==> config.mk <==
export PLATFORM = sky130hd
export DESIGN_NAME = fp_s2d_widen
export DESIGN_NICKNAME = d
export VERILOG_FILES = /design/src/rtl/fp_widen_pkg.sv /design/src/rtl/fp_widen_classify.sv /design/src/rtl/fp_widen_map.sv /design/src/rtl/fp_widen_norm.sv /design/src/rtl/fp_s2d_widen.sv
export SDC_FILE = /design/constraint.sdc
export NUM_CORES = 1
export LEC_CHECK = 0
export CAP_MARGIN = 20
export CORE_MARGIN = 2
export CORE_UTILIZATION = 52
export CTS_CLUSTER_SIZE = 30
export DETAILED_ROUTE_END_ITERATION = 10
export DONT_BUFFER_PORTS = 1
export GPL_TIMING_DRIVEN = 0
export PLACE_DENSITY = 0.72
export SYNTH_ARGS = -nofsm -noshare
export SYNTH_HDL_FRONTEND = slang
export SYNTH_SLANG_ARGS = --single-unit
==> constraint.sdc <==
create_clock -name clk_i -period 2.9 [get_ports clk_i]
set_input_delay 0.145 -clock clk_i [delete_from_list [all_inputs] [get_ports clk_i]]
set_output_delay 0.145 -clock clk_i [all_outputs]
set_load 0.1 [all_outputs]
==> src/rtl/fp_widen_pkg.sv <==
package fp_widen_pkg;
  localparam int SP_W       = 32;
  localparam int SP_EXP_W   = 8;
  localparam int SP_FRAC_W  = 23;
  localparam int DP_W       = 64;
  localparam int DP_EXP_W   = 11;
  localparam int DP_FRAC_W  = 52;
  localparam int PAD_W      = DP_FRAC_W - SP_FRAC_W;
  localparam int REP_W      = DP_EXP_W - SP_EXP_W;
  localparam int CNT_W      = $clog2(SP_FRAC_W + 1);
  // 1023 - 126: exponent field of an unshifted denormal
  localparam int DENORM_EXP = (1 << (DP_EXP_W - 1)) - 1 - ((1 << (SP_EXP_W - 1)) - 2);

  typedef enum logic [1:0] {
    CLS_NORMAL  = 2'd0,
    CLS_SPECIAL = 2'd1,
    CLS_DENORM  = 2'd2
  } cls_e;
endpackage

==> src/rtl/fp_widen_classify.sv <==
module fp_widen_classify
  import fp_widen_pkg::*;
(
  input  logic [SP_W-1:0] word_i,
  output cls_e            cls_o
);
  logic [SP_EXP_W-1:0]  exp_w;
  logic [SP_FRAC_W-1:0] frac_w;

  assign exp_w  = word_i[SP_W-2 -: SP_EXP_W];
  assign frac_w = word_i[SP_FRAC_W-1:0];

  always_comb begin
    if (&exp_w || ~|word_i[SP_W-2:0]) cls_o = CLS_SPECIAL;
    else if (~|exp_w)                 cls_o = CLS_DENORM;
    else                              cls_o = CLS_NORMAL;
  end
endmodule

==> src/rtl/fp_widen_map.sv <==
module fp_widen_map
  import fp_widen_pkg::*;
(
  input  logic [SP_W-1:0] word_i,
  input  logic            special_i,
  output logic [DP_W-1:0] dp_o
);
  logic rep_bit;

  // exponent rebias by replication: normal takes inverted exp MSB
  assign rep_bit = special_i ? word_i[SP_W-2] : ~word_i[SP_W-2];
  assign dp_o = {word_i[SP_W-1], word_i[SP_W-2], {REP_W{rep_bit}},
                 word_i[SP_W-3:0], {PAD_W{1'b0}}};
endmodule

==> src/rtl/fp_widen_norm.sv <==
module fp_widen_norm
  import fp_widen_pkg::*;
(
  input  logic                 clk_i,
  input  logic                 rst_ni,
  input  logic                 load_i,
  input  logic                 sign_i,
  input  logic [SP_FRAC_W-1:0] frac_i,
  output logic                 busy_o,
  output logic                 fin_o,
  output logic [DP_W-1:0]      res_o
);
  logic                 busy_q, sign_q;
  logic [SP_FRAC_W:0]   acc_q, acc_nxt;
  logic [CNT_W-1:0]     cnt_q, cnt_nxt;
  logic [DP_EXP_W-1:0]  exp_nxt;

  assign acc_nxt = acc_q << 1;
  assign cnt_nxt = cnt_q + 1'b1;
  assign exp_nxt = DP_EXP_W'(DENORM_EXP) - DP_EXP_W'(cnt_nxt);
  assign fin_o   = busy_q && acc_nxt[SP_FRAC_W];
  assign busy_o  = busy_q;
  assign res_o   = {sign_q, exp_nxt, acc_nxt[SP_FRAC_W-1:0], {PAD_W{1'b0}}};

  always_ff @(posedge clk_i or negedge rst_ni) begin
    if (!rst_ni) begin
      busy_q <= 1'b0;
      sign_q <= 1'b0;
      acc_q  <= '0;
      cnt_q  <= '0;
    end else if (load_i && !busy_q) begin
      busy_q <= 1'b1;
      sign_q <= sign_i;
      acc_q  <= {1'b0, frac_i};
      cnt_q  <= '0;
    end else if (busy_q) begin
      acc_q <= acc_nxt;
      cnt_q <= cnt_nxt;
      if (acc_nxt[SP_FRAC_W]) busy_q <= 1'b0;
    end
  end

  a_r7_lead_clear_while_busy: assert property (@(posedge clk_i) disable iff (!rst_ni)
    busy_q |-> !acc_q[SP_FRAC_W]);
  a_r7_shift_bound: assert property (@(posedge clk_i) disable iff (!rst_ni)
    busy_q |-> (cnt_q < CNT_W'(SP_FRAC_W)));
endmodule

==> src/rtl/fp_s2d_widen.sv <==
module fp_s2d_widen
  import fp_widen_pkg::*;
(
  input  logic            clk_i,
  input  logic            rst_ni,
  input  logic            start_i,
  input  logic [SP_W-1:0] word_i,
  output logic            busy_o,
  output logic            done_o,
  output logic [DP_W-1:0] result_o
);
  cls_e            cls;
  logic [DP_W-1:0] map_res, norm_res;
  logic            norm_busy, norm_fin, accept, load_dn;
  logic            done_q;
  logic [DP_W-1:0] res_q;

  fp_widen_classify u_cls (.word_i(word_i), .cls_o(cls));

  fp_widen_map u_map (
    .word_i   (word_i),
    .special_i(cls == CLS_SPECIAL),
    .dp_o     (map_res)
  );

  assign accept  = start_i && !norm_busy;
  assign load_dn = accept && (cls == CLS_DENORM);

  fp_widen_norm u_norm (
    .clk_i (clk_i),
    .rst_ni(rst_ni),
    .load_i(load_dn),
    .sign_i(word_i[SP_W-1]),
    .frac_i(word_i[SP_FRAC_W-1:0]),
    .busy_o(norm_busy),
    .fin_o (norm_fin),
    .res_o (norm_res)
  );

  always_ff @(posedge clk_i or negedge rst_ni) begin
    if (!rst_ni) begin
      done_q <= 1'b0;
      res_q  <= '0;
    end else if (norm_fin) begin
      done_q <= 1'b1;
      res_q  <= norm_res;
    end else if (accept && !load_dn) begin
      done_q <= 1'b1;
      res_q  <= map_res;
    end else begin
      done_q <= 1'b0;
    end
  end

  assign busy_o   = norm_busy;
  assign done_o   = done_q;
  assign result_o = res_q;

  a_r6_fast_path_one_cycle: assert property (@(posedge clk_i) disable iff (!rst_ni)
    (start_i && !busy_o && cls != CLS_DENORM) |=> (done_o && !busy_o));
  a_r7_done_clears_busy: assert property (@(posedge clk_i) disable iff (!rst_ni)
    done_o |-> !busy_o);
  a_r8_busy_needs_start: assert property (@(posedge clk_i) disable iff (!rst_ni)
    $rose(busy_o) |-> $past(start_i));
  a_r5_denorm_exp_range: assert property (@(posedge clk_i) disable iff (!rst_ni)
    (done_o && $past(busy_o)) |->
      (result_o[DP_W-2 -: DP_EXP_W] <= DP_EXP_W'(DENORM_EXP - 1) &&
       result_o[DP_W-2 -: DP_EXP_W] >= DP_EXP_W'(DENORM_EXP - SP_FRAC_W)));
endmodule

==> results.cfg <==
[sta]
fmax_mhz = 413.8
fin_tns_setup_ps = 0
relSlewSlack = 0.3865
tightestPinTransition_ps = 920.2
setup_viol = 0
fin_crit_ps = 2417
slew_violations = 0
rsz0062_at_grt = no
skew_ps = 9.448
hold_viol = 0
worst_slack_ps = 483.4
min_period_over_period = 0.8333

[power_and_ir_drop]
ir_worst_vdd_mv = 0.6422
total_power_mw = 4.150
p_leak_nw = 1.960
power_density_nw_per_um2 = 1057

[cts]
numCtsBuffers = 9
htree_levels = 3
worstSkewPairLatency_ps = 340
cts_tree = yes
cts_sinks = 65
cts_setup_buffers = 0
clkSlewWorstSetupHoldPaths_ps = 70
clock_tree.buffer_depth = 2
cts_root_buffer = clkbuf_8

[setup_path]
regToRegEndpoint = result_o[45]
cpPeakStageDelay_ps = 710
cp_num_buf_inv = 2
cp.required_ps = 3170
crit_fanout = 10
path_cells = buf_2 -> nand2b_1 -> a21oi_1 -> a31oi_1 -> clkbuf_1 -> o22ai_1 -> nor2_1
reg2reg_from = u_norm.busy_o
worstPathArrival_ps = 2680
critPathKind = reg2reg
endpoint_kind = flip-flop
crit_family = buffers and inverters
r2r_slack_ps = 480
crit_slowest_cell = dfrtp_2
start_kind = flip-flop
r2r_cells = 7

[global_route]
first_global_vias = 2600
grt_max_degree = 66
grt-ovfl-total = 0
antenna_found_initial = 0
grt_pass1_wl_mm = 12.68
grt_use_total = 0.2499

[place]
placed_area_um2 = 3403
portBuffers = 0
dpl.hpwl_mm = 5.453
dp_slack_ps = 162.6
routabilityCongestion = 0.7649

[die]
coreArea_um2 = 5956
die_h_um = 82.50
placementRows = 28
initial_utilization = 0.5380
dieArea_um2 = 6806
io_pins = 101
fp.dieW_um = 82.50

[logic_synthesis]
yosys.area.top_type_share = 0.5076
ys_seq_area_frac = 0.5076
ys_ff_latch = 65
netlist_area_um2 = 3204
synth_cells = 319
synth_cell_type_count = 40
syn_area_per_cell_um2 = 10.04
synth.top_cells.by_area = dfrtp_1, buf_4, a22o_1
synthesis.yosys.warnings = 0
yosysTopAreaCell = dfrtp_1

[drt]
met1Wirelength_mm = 3.486
dr_wl_met3_um = 710
via_per_inst = 5.639
num_vias = 2656
drt-pass1-iter-count = 4
met2_length_mm = 3.877
drtAntennaViolNets = 0
avgRoutedWirePerCell_um = 17.24
drt_iter0_drc = 178
routed_wl_mm = 8.120
drcViolationCount = 0
highest_layer = met4

[outcome]
status = completed

[hold_path]
hold_class = in2reg
hold_start = word_i[1]
hold_end = u_norm.acc_q[1]
hold_depth = 2

[finish]
fill_cells = 519
syn_to_final_growth_pct = 22.57
antenna_cells = 0
final_cell_mix = dfrtp_1, buf_4, dlygate4sd3_1
final_cell_area_um2 = 3928
drive_gt1_frac = 0.1591
final_nets = 428
final_common_cell = dfrtp_1

[run]
max-cap-violations = 0
## final cells by class
cell class | count | area (um2) | area share
buffer | 52 | 331.6 | 0.08442
multi-input combinational | 227 | 1340 | 0.3412
clock buffer | 14 | 162.7 | 0.04141
inverter | 3 | 11.26 | 0.002867
clock inverter | 2 | 12.51 | 0.003186
timing repair buffer | 33 | 347.8 | 0.08856
sequential | 65 | 1628 | 0.4145
tap | 75 | 93.84 | 0.02389
## layer usage
| layer | GRT usage | vias to the layer above |
|---|---|---|
| met1 | 0.3383 | 1279 |
| li1 | - | 1253 |
| met2 | 0.3895 | 117 |
| met5 | 0 | - |
| met4 | 0.07705 | 0 |
| met3 | 0.07283 | 7 |
## repair_timing
| item | 4_1_cts | 5_1_grt |
|---|---|---|
| hold buffers | 33 | 0 |
| gates resized for setup | 0 | 1 |
| endpoints found under the hold margin | 98 | 0 |
| setup endpoints to repair | 0 | 5 |
## worst register-to-register path, delay by kind of cell (launching register included)
kind,cells,cell delay (ps)
AOI/OAI and AO/OA,3,600
and+or+nand+nor,2,260
buffers and inverters,2,770
DFF,1,710
## registers in the layout (all words and copies together), names as in the netlist
register       flops
result_o          34
u_norm.cnt_q       5
u_norm.sign_q      1
u_norm.acc_q      23
u_norm.busy_o      1
done_o             1
## power by group
part / internal [mW] / total [mW] / leakage, nW / switching [mW]
Sequential: 1.12 / 2.46 / 0.803 / 1.34
Combinational: 0.371 / 0.995 / 1.07 / 0.624
Clock: 0.357 / 0.693 / 0.0867 / 0.336
Total: 1.85 / 4.15 / 1.96 / 2.30
## worst max path at each step
| stage | depth (start not counted) | from | end |
|---|---|---|---|
| after floorplan | 8 | u_norm.busy_o | result_o[55] |
| final | 7 | u_norm.busy_o | result_o[45] |
| after detailed placement | 7 | u_norm.busy_o | result_o[44] |
| after global placement | 7 | u_norm.busy_o | result_o[45] |
| after CTS | 7 | u_norm.busy_o | result_o[44] |
| after global routing | 7 | u_norm.busy_o | result_o[45] |
## cell usage after synthesis, drive strengths merged
cell type	number
xnor2	4
a41o	1
nand2	16
mux2	1
and4	1
a21oi	7
nand2b	1
conb	1
buf	40
a31o	1
and2	1
xor2	3
nand4	1
a31oi	1
a221oi	1
inv	2
clkbuf	12
clkinv	1
or3b	1
o22ai	29
a221o	1
nor2	30
a22o	23
nor3	28
a21o	22
o221a	1
nor4	6
nand3	5
nor2b	1
or4	2
dfrtp	65
o21bai	1
o21ai	7
ha	2
## per-stage QoR
| stage | hold WS (ps) | instances | utilization |
|---|---|---|---|
| after floorplan | -150.6 | 347 | - |
| after global placement | -148.9 | 422 | 0.5714 |
| after detailed placement | -149.1 | 422 | 0.5714 |
| after CTS | 1.132 | 471 | 0.6592 |
| after global routing | 8.170 | 471 | 0.6595 |
| final | 11.36 | 471 | 0.6595 |
## cells by family (layout without fill, tap and decap cells)
logic type	count (synthesis)	after routing	synth area share
compound gates	95	95	0.2136
xor+xnor	7	7	0.01913
fa+ha+maj	2	2	0.007808
buf+inv	55	104	0.1070
flops	65	65	0.5076
mux	1	1	0.003514
other cells	1	29	0.001170
simple gates	93	93	0.1402
No activity file was read; power rests on OpenSTA's default activity.
